===== config.mk =====
export PLATFORM = sky130hd
export DESIGN_NAME = xlat_tlb
export DESIGN_NICKNAME = d
export VERILOG_FILES = /design/src/rtl/tlb_pkg.sv /design/src/rtl/tlb_rnd.sv /design/src/rtl/tlb_match.sv /design/src/rtl/tlb_victim.sv /design/src/rtl/xlat_tlb.sv
export SDC_FILE = /design/constraint.sdc
export NUM_CORES = 1
export LEC_CHECK = 0
export BUFFER_PORTS_ARGS = -buffer_cell sky130_fd_sc_hd__clkbuf_2
export CAP_MARGIN = 20
export CORE_MARGIN = 1
export CORE_UTILIZATION = 24
export CTS_BUF_LIST = sky130_fd_sc_hd__clkbuf_4 sky130_fd_sc_hd__clkbuf_8 sky130_fd_sc_hd__clkbuf_16
export DETAILED_ROUTE_END_ITERATION = 7
export GPL_ROUTABILITY_DRIVEN = 0
export PLACE_DENSITY = 0.51
export SETUP_SLACK_MARGIN = 0.5
export SLEW_MARGIN = 20
export SYNTH_ARGS = -nofsm -noshare
export SYNTH_HDL_FRONTEND = slang
export SYNTH_SLANG_ARGS = --single-unit

===== constraint.sdc =====
create_clock -name clk -period 6.3 [get_ports clk]
set_input_delay 0 -clock clk [delete_from_list [all_inputs] [get_ports clk]]
set_output_delay 0 -clock clk [all_outputs]
set_load 0.02 [all_outputs]

===== src/rtl/tlb_pkg.sv =====
package tlb_pkg;

    // Classification of the current lookup
    typedef enum logic [1:0] {
        RSP_IDLE  = 2'd0,
        RSP_MISS  = 2'd1,
        RSP_HIT   = 2'd2,
        RSP_FAULT = 2'd3
    } rsp_kind_e;

    localparam int          RND_W    = 16;
    localparam logic [15:0] RND_SEED = 16'hACE1;

    function automatic logic [RND_W-1:0] rnd_step(input logic [RND_W-1:0] s);
        return {s[14:0], s[15] ^ s[13] ^ s[12] ^ s[10]};
    endfunction

endpackage


===== src/rtl/tlb_rnd.sv =====
module tlb_rnd
    import tlb_pkg::*;
(
    input  logic             clk,
    input  logic             rst_n,
    output logic [RND_W-1:0] rnd
);
    always_ff @(posedge clk or negedge rst_n) begin
        if (!rst_n) rnd <= RND_SEED;
        else        rnd <= rnd_step(rnd);
    end
endmodule


===== src/rtl/tlb_match.sv =====
module tlb_match #(
    parameter int N      = 8,
    parameter int VPN_W  = 30,
    parameter int ASID_W = 8
) (
    input  logic [N-1:0]             valid,
    input  logic [N-1:0][VPN_W-1:0]  tags,
    input  logic [N-1:0][ASID_W-1:0] asids,
    input  logic [VPN_W-1:0]         vpn,
    input  logic [ASID_W-1:0]        asid,
    output logic [N-1:0]             match
);
    for (genvar g = 0; g < N; g++) begin : g_cmp
        assign match[g] = valid[g] && (tags[g] == vpn) && (asids[g] == asid);
    end
endmodule


===== src/rtl/tlb_victim.sv =====
module tlb_victim
    import tlb_pkg::*;
#(
    parameter int N = 8,
    localparam int IDX_W = (N > 1) ? $clog2(N) : 1
) (
    input  logic [N-1:0]     valid,
    input  logic [RND_W-1:0] rnd,
    input  logic [IDX_W-1:0] mru,
    output logic [IDX_W-1:0] victim
);
    localparam logic [IDX_W-1:0] LAST = IDX_W'(N - 1);

    logic [IDX_W-1:0] free_idx;
    logic             have_free;
    logic [IDX_W-1:0] rnd_idx;

    always_comb begin
        free_idx  = '0;
        have_free = 1'b0;
        for (int i = 0; i < N; i++) begin
            if (!have_free && !valid[i]) begin
                free_idx  = IDX_W'(i);
                have_free = 1'b1;
            end
        end
    end

    always_comb begin
        rnd_idx = IDX_W'(32'(rnd) % N);
        if (rnd_idx == mru) rnd_idx = (rnd_idx == LAST) ? '0 : rnd_idx + 1'b1;
    end

    assign victim = have_free ? free_idx : rnd_idx;
endmodule


===== src/rtl/xlat_tlb.sv =====
module xlat_tlb
    import tlb_pkg::*;
#(
    parameter int ENTRIES = 8,
    parameter int VA_W    = 43,
    parameter int OFF_W   = 13,
    parameter int PFN_W   = 21,
    parameter int ASID_W  = 8
) (
    input  logic                    clk,
    input  logic                    rst_n,
    input  logic                    lk_valid,
    input  logic [VA_W-1:0]         lk_va,
    input  logic [ASID_W-1:0]       lk_asid,
    input  logic                    lk_write,
    output logic                    rsp_hit,
    output logic                    rsp_fault,
    output logic [PFN_W+OFF_W-1:0]  rsp_pa,
    input  logic                    fill_en,
    input  logic [VA_W-OFF_W-1:0]   fill_vpn,
    input  logic [ASID_W-1:0]       fill_asid,
    input  logic [PFN_W-1:0]        fill_pfn,
    input  logic                    fill_rd,
    input  logic                    fill_wr,
    input  logic                    flush_all,
    input  logic                    flush_asid_en,
    input  logic [ASID_W-1:0]       flush_asid
);
    localparam int VPN_W = VA_W - OFF_W;
    localparam int IDX_W = (ENTRIES > 1) ? $clog2(ENTRIES) : 1;

    // Table storage
    logic [ENTRIES-1:0]             valid_q, rd_q, wr_q;
    logic [ENTRIES-1:0][VPN_W-1:0]  tag_q;
    logic [ENTRIES-1:0][ASID_W-1:0] asid_q;
    logic [ENTRIES-1:0][PFN_W-1:0]  pfn_q;
    logic [IDX_W-1:0]               mru_q;

    logic [ENTRIES-1:0] match_vec;
    logic [IDX_W-1:0]   hit_idx;
    logic               any_match;
    logic               permitted;
    logic [RND_W-1:0]   rnd;
    logic [IDX_W-1:0]   victim_idx;
    rsp_kind_e          kind;

    tlb_match #(.N(ENTRIES), .VPN_W(VPN_W), .ASID_W(ASID_W)) u_match (
        .valid (valid_q),
        .tags  (tag_q),
        .asids (asid_q),
        .vpn   (lk_va[VA_W-1:OFF_W]),
        .asid  (lk_asid),
        .match (match_vec)
    );

    tlb_rnd u_rnd (
        .clk   (clk),
        .rst_n (rst_n),
        .rnd   (rnd)
    );

    tlb_victim #(.N(ENTRIES)) u_victim (
        .valid  (valid_q),
        .rnd    (rnd),
        .mru    (mru_q),
        .victim (victim_idx)
    );

    // Encode the matching entry
    always_comb begin
        hit_idx   = '0;
        any_match = 1'b0;
        for (int i = 0; i < ENTRIES; i++) begin
            if (match_vec[i]) begin
                hit_idx   = IDX_W'(i);
                any_match = 1'b1;
            end
        end
    end

    assign permitted = lk_write ? wr_q[hit_idx] : rd_q[hit_idx];

    // Response classification
    always_comb begin
        if (!lk_valid)      kind = RSP_IDLE;
        else if (!any_match) kind = RSP_MISS;
        else if (permitted) kind = RSP_HIT;
        else                kind = RSP_FAULT;
    end

    // Response outputs
    always_comb begin
        rsp_hit   = 1'b0;
        rsp_fault = 1'b0;
        rsp_pa    = '0;
        unique case (kind)
            RSP_IDLE, RSP_MISS: ;
            RSP_HIT: begin
                rsp_hit = 1'b1;
                rsp_pa  = {pfn_q[hit_idx], lk_va[OFF_W-1:0]};
            end
            RSP_FAULT: rsp_fault = 1'b1;
        endcase
    end

    // Recency tracking
    always_ff @(posedge clk or negedge rst_n) begin
        if (!rst_n)               mru_q <= '0;
        else if (kind == RSP_HIT) mru_q <= hit_idx;
    end

    // Valid bits: flush has priority, a fill alongside a flush is dropped
    always_ff @(posedge clk or negedge rst_n) begin
        if (!rst_n) begin
            valid_q <= '0;
        end else if (flush_all) begin
            valid_q <= '0;
        end else if (flush_asid_en) begin
            for (int i = 0; i < ENTRIES; i++)
                if (asid_q[i] == flush_asid) valid_q[i] <= 1'b0;
        end else if (fill_en) begin
            valid_q[victim_idx] <= 1'b1;
        end
    end

    // Entry payload
    always_ff @(posedge clk) begin
        if (fill_en && !flush_all && !flush_asid_en) begin
            rd_q[victim_idx]   <= fill_rd;
            wr_q[victim_idx]   <= fill_wr;
            tag_q[victim_idx]  <= fill_vpn;
            asid_q[victim_idx] <= fill_asid;
            pfn_q[victim_idx]  <= fill_pfn;
        end
    end

endmodule


==> impl_metrics.ini, run 1 <==
[status]
status = finished, violations left
violations = negative hold slack

[logic_synthesis]
avgSynthCellArea_um2 = 15.1
synth_top_flop_cell = edfxtp_1
synthTopCellsByArea = edfxtp_1 (63%), xnor2_1 (11%), mux2i_1 (6.4%), nand4_1 (3.8%), xor2_1 (2.4%)
synth.largest_area_cell = edfxtp_1
synth-seq-area-share = 0.659
syn-num-nets = 1672
synth_cell_types = 61
synth_seq_cells = 515
yosys_warnings = 0
netlist.area_leader.share = 0.629
syn_inst = 1543
synth.cells.most_frequent = edfxtp_1 (488), xnor2_1 (304), mux2i_1 (150), nand4_1 (142), xor2_1 (65)
synth.most_common_cell = edfxtp_1
syn-cell-area_um2 = 23300
async_flop_share = 0.0524
synth_edf_count = 488

[placement]
dp_slack_ns = 1.52
place.port_buffers = 162
place_area_um2 = 25500
hpwlAfterDp_um = 55400
placed_cells = 2913

[clocking]
cts.sinks = 515
clk_latency_ns = 0.62
clk_path_buf_depth = 3
clock-root-buffer = clkbuf_16
tritoncts = built
cts_buffers = 53
htree_num_levels = 2
clk_pin_slew_ns = 0.07

[grt]
antenna_found_initial = 10
grt_pass1_wl_um = 110000
grt_pass1_vias = 14564
overflow = 0
grtUsageTotal = 0.157
grt_max_degree = 65

[power]
comb_power_share = 0.064
pwr-share-clk = 0.427
power_switching_mw = 1.70
swShare = 0.229
pwr-share-seq = 0.509
internal-power_mw = 5.72
leakagePower_nw = 8.48
ir_worst_vdd_uv = 180
finalPower_mw = 7.42
power_density_nw_per_um2 = 266

[sta]
setup_violations = 0
rsz0062_at_grt = false
fmax_mhz = 191
whs_ns = -0.00931
fin_setup_tns_ns = 0
worst_pin_slew_ns = 1.22
timing.final.crit_share = 0.832
hold_viol_final = 8
setup_ws_ns = 1.06
max-slew-margin-rel = 0.163
fin_worst_skew_ns = 0.0303
min_period_ns = 5.24
report.final.slew_viol_count = 0

[drt]
drtIter0Drc = 1449
drt_first_pass_iters = 5
ant_nets = 0
drcViolationCount = 0
detail_route.wirelength_um = 78600
wl_per_cell_um = 25.6
drt-vias-per-instance = 4.75
vias = 14617

[floorplanning]
die_y_um = 314
rows = 113
die-area_um2 = 98300
pin_count = 163
die_x_um = 314
start_util = 0.244
core_um2 = 95600

[final_layout]
fin_nets = 1898
drive_gt1_frac = 0.173
finalInstanceArea_um2 = 27900
area_delta_synth_final_pct = 19.8
layout.cells.non_filler = 3077
fin_util = 0.292

[setup_path]
arrival_ns = 5.24
rr_endpoint = mru_q[2]
r2r-start = asid_q[32]
crit_path_start_kind = flip-flop
crit_fanout = 45
rrSetupSlack_ns = 2.00
crit_required_ns = 6.30
end_kind = output port
path_class = flip-flop to output port
rr_worst_depth = 10

[flow_run]
maxCapViolations = 0

[min_path]
hp-class = input port to async pin
-- worst max-delay path by stage --
| stage | startpoint | to | depth (start not counted) |
|---|---|---|---|
| after floorplan | u_rnd.rnd[0] | asid_q[24] | 6 |
| after global placement | tag_q[222] | rsp_pa[28] | 11 |
| after detailed placement | tag_q[222] | rsp_pa[28] | 11 |
| after CTS | tag_q[222] | rsp_pa[28] | 11 |
| after global routing | tag_q[222] | rsp_pa[25] | 11 |
| final | tag_q[222] | rsp_pa[18] | 12 |
-- power by group through the flow --
| stage | clock (mW) | combinational, mW | sequential, mW |
|---|---|---|---|
| floorplan | 0 | 0.220 | 3.85 |
| global placement | 0 | 0.433 | 3.85 |
| detailed placement | 0 | 0.433 | 3.85 |
| CTS | 3.22 | 0.470 | 3.78 |
| global route | 3.34 | 0.495 | 3.77 |
| finish | 3.16 | 0.476 | 3.78 |
-- sequential cells by signal, indices dropped and copies added (netlist names) --
register   count
asid_q        64
valid_q        8
mru_q          3
wr_q           8
pfn_q        168
u_rnd.rnd     16
tag_q        240
rd_q           8
-- per-layer routing --
metal  up-vias  track usage  share of wire  routed length (um)
li1       6328            -              -                   -
met1      7429        0.207           0.42               33200
met2       683        0.251           0.46               36100
met3       165       0.0312          0.074                5800
met4        12       0.0666          0.045                3520
met5         -            0        0.00099                  78
-- what timing repair did --
action	4_1_cts	5_1_grt
endpoints found under the hold margin	523	0
gates resized for setup	0	0
buffers inserted	0	0
hold buffers	65	0
-- final cells by class --
type / count / area, um2
fillers: 9658 / 67700
flip-flops and latches: 515 / 15300
multi-input cells: 938 / 7500
repair buffers: 246 / 1690
well taps: 1265 / 1580
clock buffers: 64 / 1420
clock inverters: 31 / 302
inverters: 15 / 56.3
diodes: 3 / 7.51
-- critical path: stages (launching register included) --
cell and delay (ns):
edfxtp_1 0.37, xnor2_1 0.19, nand4_1 0.27, a2111oi_0 1.11
and3_1 0.64, a21o_4 0.42, buf_4 0.45, buf_16 0.32
mux2i_1 0.23, mux2i_1 0.09, mux2i_1 0.19, nor3_1 0.08
clkbuf_2 0.18
-- layout by cell type, fill, tap and decap left out, drive strengths merged, types with 4 or more instances in the layout --
cell type / count
and3: 13
nand4: 142
xor2: 65
edfxtp: 488
clkinvlp: 4
clkbuf: 226
nand2b: 7
xnor2: 304
mux2i: 150
dfstp: 8
o21ai: 10
nor2: 23
nor2b: 9
a31o: 7
buf: 19
dlygate4sd3: 65
nand3: 34
dfrtp: 19
a21oi: 7
clkinv: 21
o2111ai: 4
nand2: 19
inv: 16
bufinv: 5
nor3b: 14
nor3: 38
a2111oi: 6
nor4: 44
-- logic make-up after synthesis --
kind of cell	count (synthesis)	synth area share
compound gates	55	0.0199
xor+xnor	369	0.139
fa+ha+maj	2	0.00107
buf+inv	90	0.0230
flops	515	0.659
mux	153	0.0659
simple gates	359	0.0927
Power figures use the tool's default switching activity.
==> run 2: changes to the inputs <==
==> constraint.sdc (replaced) <==
create_clock -name clk -period 4.2 [get_ports clk]
set_input_delay 0 -clock clk [delete_from_list [all_inputs] [get_ports clk]]
set_output_delay 0 -clock clk [all_outputs]
set_load 0.02 [all_outputs]
==> impl_metrics.ini, run 2 (synthesis gave the netlist of run 1 again) <==
[status]
status = completed

[setup_path]
path_class = flip-flop to output port
crit_required_ns = 4.20
crit_path_start_kind = flip-flop
r2r-start = asid_q[51]
crit_fanout = 5
arrival_ns = 4.08
end_kind = output port
critPathLaunch = asid_q[51]

[sta]
timing.final.crit_share = 0.971
setup_ws_ns = 0.120
setup_violations = 0
min_period_ns = 4.08
fin_worst_skew_ns = 0.0393
rsz0062_at_grt = true
fmax_mhz = 245
fin_setup_tns_ns = 0
hold_viol_final = 0
worst_pin_slew_ns = 0.782
whs_ns = 0.0513
max-slew-margin-rel = 0.479
report.final.slew_viol_count = 0

[final_layout]
area_delta_synth_final_pct = 28.4
fin_nets = 1976
n_antenna_cell = 0
final_cell_mix = edfxtp_1 (488), xnor2_1 (221), mux2i_1 (148), nand4_1 (142), clkbuf_2 (140)
fillers = 9478
reg_top3 = tag_q (240), pfn_q (168), asid_q (64)
largest_reg_flops = 240
multi_input_area_um2 = 8660
regMostFlops = tag_q
layout_commonest_cell = edfxtp_1
drive_gt1_frac = 0.279
seqCellArea_um2 = 15300

[placement]
dp_slack_ns = 0.287
place.port_buffers = 162
hpwlAfterDp_um = 55700

[drt]
drt_first_pass_iters = 6
ant_nets = 0
detail_route.wirelength_um = 80700
drtIter0Drc = 1598
wl_per_cell_um = 25.6
drcViolationCount = 0
vias = 15025
drt-vias-per-instance = 4.77

[floorplanning]
rows = 113
die_y_um = 314
die_x_um = 314
core_um2 = 95600
start_util = 0.244
pin_count = 163
die-area_um2 = 98300

[power]
power_density_nw_per_um2 = 370
ir_worst_vdd_uv = 333
leakagePower_nw = 9.56

[grt]
antenna_found_initial = 9
grt_pass1_vias = 14641
grt_pass1_wl_um = 111000
overflow = 0
grtUsageTotal = 0.159
grt_max_degree = 63

[clocking]
clk_latency_ns = 0.65
htree_num_levels = 2
cts_buffers = 53
clk_pin_slew_ns = 0.06
cts.sinks = 515
tritoncts = built
clock-root-buffer = clkbuf_16
clk_path_buf_depth = 3

[min_path]
min_from = flush_asid[0]
hp-class = input port to flip-flop

[flow_run]
maxCapViolations = 0
==> run 2: final timing paths <==
| kind | endpoint | slack (ns) | cells past startpoint |
|---|---|---|---|
| min in group asynchronous | valid_q[6] | 0.49 | 3 |
| setup reg to reg | mru_q[0] | 0.57 | 12 |
| max in group asynchronous | valid_q[2] | 2.51 | 4 |
| setup / recovery | rsp_fault | 0.12 | 13 |
| hold reg to reg | u_rnd.rnd[7] | 0.35 | 0 |
| hold / removal | valid_q[1] | 0.05 | 4 |
==> run 2: timing repair <==
item,CTS,global route
buffers inserted,9,15
pin swaps,23,31
setup endpoints to repair,39,36
endpoints found under the hold margin,523,0
hold buffers,67,0
gates resized for setup,115,92
cloned,2,5
==> run 2: routing by layer <==
metal	GRT usage	share of wire	vias up
met5	0	0.00092	-
met1	0.210	0.42	7652
met4	0.0678	0.045	12
met3	0.0354	0.079	174
li1	-	-	6487
met2	0.250	0.46	700
==> run 2: per-stage QoR <==
stage / std cells / instance area [um2] / total power, mW / utilization
finish: 3153 / 29900 / 11.1 / 0.313
global route: 3153 / 29900 / 11.4 / 0.313
CTS: 3132 / 29200 / 11.1 / 0.305
detailed placement: 2958 / 25900 / 6.43 / 0.271
global placement: 2958 / 25900 / 6.43 / 0.271
floorplan: 1543 / 23300 / 6.10 / -
==> run 2: power breakdown <==
part	leakage, nW	switching [mW]	internal, mW
Sequential	4.74	0.0148	5.65
Combinational	3.97	0.519	0.276
Clock	0.850	2.02	2.60
Total	9.56	2.56	8.52
==> run 2: layout make-up <==
| class | count | share of cell area |
|---|---|---|
| multi-input combinational | 938 | 0.290 |
| inverter | 15 | 0.00188 |
| clock inverter | 26 | 0.00732 |
| sequential | 515 | 0.513 |
| timing repair buffer | 324 | 0.0859 |
| tap | 1265 | 0.0529 |
| clock buffer | 70 | 0.0493 |
==> run 2: critical path, cell delays in order, from the launching register on <==
cell and delay [ns]:
edfxtp_1 0.47, xnor2_4 0.28, nand4_1 0.36, a2111oi_2 0.38, and3_4 0.29, a21oi_4 0.05
a2111o_1 0.43, nand2_2 0.09, nor3b_2 0.06, a2111oi_4 0.36, buf_6 0.24, buf_12 0.15
nor2b_1 0.12, buf_4 0.14
